File: config.mk
export PLATFORM = sky130hd
export DESIGN_NAME = throttle_arbiter
export DESIGN_NICKNAME = d
export VERILOG_FILES = /design/src/rtl/thr_pkg.sv /design/src/rtl/thr_cfg_regs.sv /design/src/rtl/thr_prio_arb.sv /design/src/rtl/thr_skipper.sv /design/src/rtl/throttle_arbiter.sv
export SDC_FILE = /design/constraint.sdc
export NUM_CORES = 1
export LEC_CHECK = 0
export BUFFER_PORTS_ARGS = -buffer_cell sky130_fd_sc_hd__clkbuf_2
export CORE_ASPECT_RATIO = 1.4
export CORE_MARGIN = 1.5
export CORE_UTILIZATION = 35
export CTS_BUF_LIST = sky130_fd_sc_hd__clkbuf_16
export DETAILED_ROUTE_END_ITERATION = 16
export SYNTH_ARGS = -nofsm -noshare
export SYNTH_HDL_FRONTEND = slang
export SYNTH_HIERARCHICAL = 1
export SYNTH_SLANG_ARGS = --single-unit
File: constraint.sdc
create_clock -name clk_i -period 12.6 [get_ports clk_i]
set_clock_uncertainty 0.15 [all_clocks]
set_input_delay 1.26 -clock clk_i [delete_from_list [all_inputs] [get_ports clk_i]]
set_output_delay 1.26 -clock clk_i [all_outputs]
set_load 0.01 [all_outputs]
File: src/rtl/thr_pkg.sv
package thr_pkg;
  localparam int WND_LEN = 100;
  localparam int PCT_W   = 7;
  localparam int PRIO_W  = 7;
  localparam int ACC_W   = PCT_W + 1;
  localparam int CNT_W   = $clog2(WND_LEN);

  typedef enum logic [1:0] {
    FLD_PRIO = 2'd0,
    FLD_CPU  = 2'd1,
    FLD_GPU  = 2'd2,
    FLD_NONE = 2'd3
  } fld_e;

  typedef struct packed {
    logic [PRIO_W-1:0] prio;
    logic [PCT_W-1:0]  cpu_pct;
    logic [1:0]        gpu_lvl;
  } slot_cfg_t;

  function automatic logic [PCT_W-1:0] gpu_lvl_pct(input logic [1:0] lvl);
    case (lvl)
      2'd0:    return PCT_W'(0);
      2'd1:    return PCT_W'(50);
      2'd2:    return PCT_W'(75);
      default: return PCT_W'(85);
    endcase
  endfunction
endpackage

File: src/rtl/thr_cfg_regs.sv
module thr_cfg_regs
  import thr_pkg::*;
#(
  parameter int N_REQ = 3,
  parameter int IDX_W = (N_REQ > 1) ? $clog2(N_REQ) : 1
) (
  input  logic                   clk_i,
  input  logic                   rst_ni,
  input  logic                   we_i,
  input  logic [IDX_W-1:0]       sel_i,
  input  logic [1:0]             fld_i,
  input  logic [PCT_W-1:0]       data_i,
  output slot_cfg_t [N_REQ-1:0]  cfg_o
);
  logic [PCT_W-1:0] pct_sat;
  assign pct_sat = (data_i > PCT_W'(WND_LEN)) ? PCT_W'(WND_LEN) : data_i;

  for (genvar g = 0; g < N_REQ; g++) begin : g_slot
    always_ff @(posedge clk_i or negedge rst_ni) begin
      if (!rst_ni) begin
        cfg_o[g].prio    <= PRIO_W'(1);
        cfg_o[g].cpu_pct <= '0;
        cfg_o[g].gpu_lvl <= '0;
      end else if (we_i && sel_i == IDX_W'(g)) begin
        case (fld_e'(fld_i))
          FLD_PRIO: cfg_o[g].prio    <= PRIO_W'(data_i);
          FLD_CPU:  cfg_o[g].cpu_pct <= pct_sat;
          FLD_GPU:  cfg_o[g].gpu_lvl <= data_i[1:0];
          default: ;
        endcase
      end
    end
  end
endmodule

File: src/rtl/thr_prio_arb.sv
module thr_prio_arb
  import thr_pkg::*;
#(
  parameter int N_REQ = 3,
  parameter int IDX_W = (N_REQ > 1) ? $clog2(N_REQ) : 1
) (
  input  logic [N_REQ-1:0]       req_i,
  input  slot_cfg_t [N_REQ-1:0]  cfg_i,
  output logic                   vld_o,
  output logic [IDX_W-1:0]       idx_o
);
  logic [PRIO_W-1:0] best;

  // strict compare keeps the lowest index on ties
  always_comb begin
    vld_o = 1'b0;
    idx_o = '0;
    best  = '0;
    for (int i = 0; i < N_REQ; i++) begin
      if (req_i[i] && (!vld_o || cfg_i[i].prio > best)) begin
        vld_o = 1'b1;
        idx_o = IDX_W'(i);
        best  = cfg_i[i].prio;
      end
    end
  end
endmodule

File: src/rtl/thr_skipper.sv
module thr_skipper
  import thr_pkg::*;
(
  input  logic             clk_i,
  input  logic             rst_ni,
  input  logic             wnd_first_i,
  input  logic [PCT_W-1:0] depth_i,
  output logic             pass_o
);
  logic [ACC_W-1:0] acc_q, acc_sum;
  logic             drop;

  // restart at window start so each window drops exactly depth_i
  assign acc_sum = (wnd_first_i ? '0 : acc_q) + ACC_W'(depth_i);
  assign drop    = acc_sum >= ACC_W'(WND_LEN);
  assign pass_o  = !drop;

  always_ff @(posedge clk_i or negedge rst_ni) begin
    if (!rst_ni)   acc_q <= '0;
    else if (drop) acc_q <= acc_sum - ACC_W'(WND_LEN);
    else           acc_q <= acc_sum;
  end
endmodule

File: src/rtl/throttle_arbiter.sv
module throttle_arbiter
  import thr_pkg::*;
#(
  parameter int N_REQ = 3,
  parameter int IDX_W = (N_REQ > 1) ? $clog2(N_REQ) : 1
) (
  input  logic             clk_i,
  input  logic             rst_ni,
  input  logic [N_REQ-1:0] req_i,
  input  logic             cfg_we_i,
  input  logic [IDX_W-1:0] cfg_sel_i,
  input  logic [1:0]       cfg_fld_i,
  input  logic [PCT_W-1:0] cfg_data_i,
  output logic             cpu_en_o,
  output logic             gpu_en_o,
  output logic             win_vld_o,
  output logic [IDX_W-1:0] win_idx_o
);
  localparam logic [CNT_W-1:0] CNT_LAST = CNT_W'(WND_LEN - 1);

  slot_cfg_t [N_REQ-1:0] cfg;
  logic                  arb_vld;
  logic [IDX_W-1:0]      arb_idx;
  logic [CNT_W-1:0]      wnd_cnt_q;
  logic                  wnd_first, wnd_last;
  logic [PCT_W-1:0]      cpu_depth_q, gpu_depth_q;
  logic                  win_vld_q;
  logic [IDX_W-1:0]      win_idx_q;

  thr_cfg_regs #(.N_REQ(N_REQ), .IDX_W(IDX_W)) u_regs (
    .clk_i  (clk_i),
    .rst_ni (rst_ni),
    .we_i   (cfg_we_i),
    .sel_i  (cfg_sel_i),
    .fld_i  (cfg_fld_i),
    .data_i (cfg_data_i),
    .cfg_o  (cfg)
  );

  thr_prio_arb #(.N_REQ(N_REQ), .IDX_W(IDX_W)) u_arb (
    .req_i (req_i),
    .cfg_i (cfg),
    .vld_o (arb_vld),
    .idx_o (arb_idx)
  );

  assign wnd_first = (wnd_cnt_q == '0);
  assign wnd_last  = (wnd_cnt_q == CNT_LAST);

  always_ff @(posedge clk_i or negedge rst_ni) begin
    if (!rst_ni)       wnd_cnt_q <= '0;
    else if (wnd_last) wnd_cnt_q <= '0;
    else               wnd_cnt_q <= wnd_cnt_q + CNT_W'(1);
  end

  // arbitration result is applied only across a window boundary
  always_ff @(posedge clk_i or negedge rst_ni) begin
    if (!rst_ni) begin
      win_vld_q   <= 1'b0;
      win_idx_q   <= '0;
      cpu_depth_q <= '0;
      gpu_depth_q <= '0;
    end else if (wnd_last) begin
      win_vld_q   <= arb_vld;
      win_idx_q   <= arb_idx;
      cpu_depth_q <= arb_vld ? cfg[arb_idx].cpu_pct : '0;
      gpu_depth_q <= arb_vld ? gpu_lvl_pct(cfg[arb_idx].gpu_lvl) : '0;
    end
  end

  thr_skipper u_cpu_skip (
    .clk_i       (clk_i),
    .rst_ni      (rst_ni),
    .wnd_first_i (wnd_first),
    .depth_i     (cpu_depth_q),
    .pass_o      (cpu_en_o)
  );

  thr_skipper u_gpu_skip (
    .clk_i       (clk_i),
    .rst_ni      (rst_ni),
    .wnd_first_i (wnd_first),
    .depth_i     (gpu_depth_q),
    .pass_o      (gpu_en_o)
  );

  assign win_vld_o = win_vld_q;
  assign win_idx_o = win_idx_q;
endmodule

==> key figures <==
Synth
  – Synth Flop Type: dfrtp_1
  – Top post-synthesis cells by area: dfrtp_1 (40%), mux2_2 (11%), ha_1 (8.9%), mux2i_1 (2.7%), o21ai_0 (2.3%)
  – FFs w/ async S/R, synth: 1.00
  – Syn Std Cell Area: 5220 µm²
  – Mapped Cells: 458
  – EDFF count, synth: 0
  – Syn nets: 514
  – Top-area cell type share of the netlist area: 0.403
  – Yosys top cell by area: dfrtp_1
  – Syn. warnings: 6
  – Count of cell types in the netlist: 65
  – Seq/Total Area, Yosys: 0.418
  – Yosys reg bits: 87
  – Mean Syn Cell Area: 11.4 µm²

Die
  – Die Wd: 106 µm
  – Die span in y: 148 µm
  – Core area: 14500 µm²
  – Initial Util: 0.360
  – I/O pin count: 22
  – Die area: 15700 µm²
  – # rows: 52

Clock tree
  – CTS Hold Buffers Added: 0
  – Post_cts resized: 0
  – CTS tree: built
  – CTS Sinks: 87
  – Setup bufs post-CTS: 0
  – Clock root cell: clkbuf_16
  – Num CTS Buffers: 9
  – CTS Buffer Depth: 2
  – Clock latency on the worst-skew pair: 0.34 ns
  – H-Tree Depth: 3
  – Clock slew at reported path FFs: 0.06 ns

Critical path
  – WP data arrival: 5.71 ns
  – Buffers plus inverters on the worst setup path: 1
  – Slowest-stage cell, CP: nor2b_1
  – CP startpoint kind: input port
  – Crit-path max FO: 11
  – Req. time, crit path: 12.69 ns
  – Crit-path cells: clkbuf_2 > nand2_1 > ha_1 > a21oi_2 > o2111ai_2 > o221ai_4 > mux2_2 > ha_1 > a211oi_1 > nor2_1 > o31a_1 > nor2_1 > nor2b_1 > a2bb2oi_1 > ha_1 > o31ai_1
  – Crit path top cell by count: ha_1
  – Crit path max-delay family: compound AO/OA/AOI/OAI gates
  – Endpoint class of the critical path: flip-flop
  – Max incr delay on CP: 0.58 ns
  – Crit Path Class: in2reg

Detailed routing
  – Vias: 3526
  – Via-to-Cell Ratio: 5.22
  – Routed len/inst: 15.7 µm
  – Initial DRC Count: 78
  – Drt pass-1 iters: 6
  – Antenna Violating Nets Remaining: 0
  – Drc violations: 0
  – Final wirelength: 10.6 mm

Timing
  – Slew margin rel.: 0.401
  – Final Hold Violating Endpoints: 0
  – Fin crit share: 0.447
  – Hold slack: 0.336 ns
  – Fmax: 178 MHz
  – Final setup fails: 0
  – TNS Setup: 0 ns
  – RSZ-0062 raised after global routing: no
  – Crit path time final: 5.63 ns
  – Worst slew pin tran: 0.899 ns
  – Final Max Slew Viols: 0

Layout
  – Layout cells sized above 1: 0.253
  – Layout Cells excl Fill: 676
  – Area delta synth->final: 11.9%
  – Fill count: 1377
  – Fin nets: 538
  – # diodes: 0
  – Multi-input combinational cell area: 2860 µm²
  – FF/Latch Area: 2180 µm²

GRT
  – Gr ovfl total: 0
  – Vias in the first global route: 3757
  – Initial antenna violation count: 0
  – Largest net degree at the start of global routing: 73
  – Wire length of the first global-routing pass: 18.1 mm
  – GRT Total Usage: 0.146

Power
  – Peak supply drop: 88.3 µV
  – Power Density: 135 nW/µm²
  – Leakage: 0.00260 µW

Min path
  – Hold Crit Class: reg2reg

Placed design
  – RePlAce Congestion: 0.843
  – Number of port buffers: 21
  – Dpl hpwl: 7.95 mm
  – Inst Count DP: 660

Run
  – Max Cap Violations: 0

Outcome
  – Status: complete, no violations
## cells in the mapped netlist (all sizes together) (3+ instances only)
cell type	n
nor2b	18
ha	37
or3	3
nand3	10
a31oi	4
nor3	4
buf	8
nand2	19
dfstp	3
a311o	4
mux2	51
o31ai	6
inv	33
and2	3
o21ai	27
or2	5
o2bb2ai	7
a21o	7
nand4	4
mux2i	14
a211oi	6
nor2	15
a22o	7
xnor2	13
o21a	5
dfrtp	84
a21oi	20
nand3b	7
nor3b	3
xor2	4
nand2b	7
## worst register-to-register path, delay by kind of cell, from the launching register on
family | cells | cell delay [ns]
DFF | 1 | 0.35
adders and majority gates | 3 | 0.97
and+or+nand+nor | 4 | 1.25
muxes | 1 | 0.39
AOI/OAI and AO/OA | 7 | 1.59
## stage by stage
step,instance area [µm²],utilization,power (µW),setup slack [ns]
after global routing,5840,0.402,831,6.56
after global placement,5530,0.381,504,6.80
after detailed placement,5530,0.381,512,6.65
after CTS,5840,0.402,799,6.96
after floorplan,5220,-,464,7.16
final,5840,0.402,789,6.97
## report_power, final
part / switching (µW) / internal, µW
clock network: 111 / 172
registers: 21.3 / 317
logic: 88.0 / 79.5
## logic make-up after synthesis
family                     Yosys count  synth area share
AOI/OAI and AO/OA                  106             0.157
xor gates and xnor gates            17            0.0386
muxes                               65             0.138
buffers and inverters               43            0.0369
and+or+nand+nor                    101             0.115
DFF                                 87             0.418
adders and majority gates           39            0.0964
## flip-flops by register name, indices dropped and copies added, names as in the netlist
signal            flops
cpu_depth_q           7
u_gpu_skip/acc_q      8
wnd_cnt_q             7
win_idx_o             2
gpu_depth_q           6
win_vld_o             1
u_regs/cfg_o         48
u_cpu_skip/acc_q      8
## routing by layer
| layer | track usage | share of wire |
|---|---|---|
| met1 | 0.170 | 0.44 |
| met2 | 0.263 | 0.53 |
| met3 | 0.0247 | 0.019 |
| met4 | 0.0568 | 0.013 |
| met5 | 0 | 0 |
## path summary, 6_finish.rpt
check / start / to / slack (ns) / cells past startpoint
worst max-delay path: req_i[0] / gpu_depth_q[1] / 6.97 / 16
worst min-delay path: wnd_cnt_q[0] / wnd_cnt_q[0] / 0.34 / 1
worst max register to register: u_regs/cfg_o[13] / gpu_depth_q[1] / 7.79 / 15
worst min register to register: wnd_cnt_q[0] / wnd_cnt_q[0] / 0.34 / 1
max in group asynchronous: rst_ni / u_regs/cfg_o[27] / 10.53 / 2
min in group asynchronous: rst_ni / u_gpu_skip/acc_q[7] / 0.62 / 1
## cells in the final DEF (no fill, tap or decap), types with 3 or more instances in the layout
cell type  instances
a21oi_2            3
a211oi_1           3
nand3_1           10
or2_1              5
a21oi_1           16
nand2_1           19
clkbuf_16          9
ha_1              37
xnor2_1            9
buf_4              3
xor2_1             4
and2_1             3
o31ai_1            6
a311o_1            4
nor2b_1           18
mux2i_1           14
nor2_1            13
a31oi_2            3
o2bb2ai_1          7
mux2_2            50
dfrtp_1           84
nor3_1             3
o21ai_0           24
nand2b_1           6
inv_1             33
o21a_1             5
a21o_1             7
clkbuf_2          20
dfstp_2            3
nand3b_1           6
a22o_1             7
or3_1              3
## layout make-up
| type | count | share of cell area |
|---|---|---|
| Timing Repair Buffer | 23 | 0.0210 |
| Clock buffer | 9 | 0.0386 |
| Inverter | 33 | 0.0212 |
| Multi-Input combinational cell | 328 | 0.490 |
| Clock inverter | 7 | 0.0152 |
| Tap cell | 189 | 0.0405 |
| Sequential cell | 87 | 0.373 |
(Power assumes the default switching activity.)
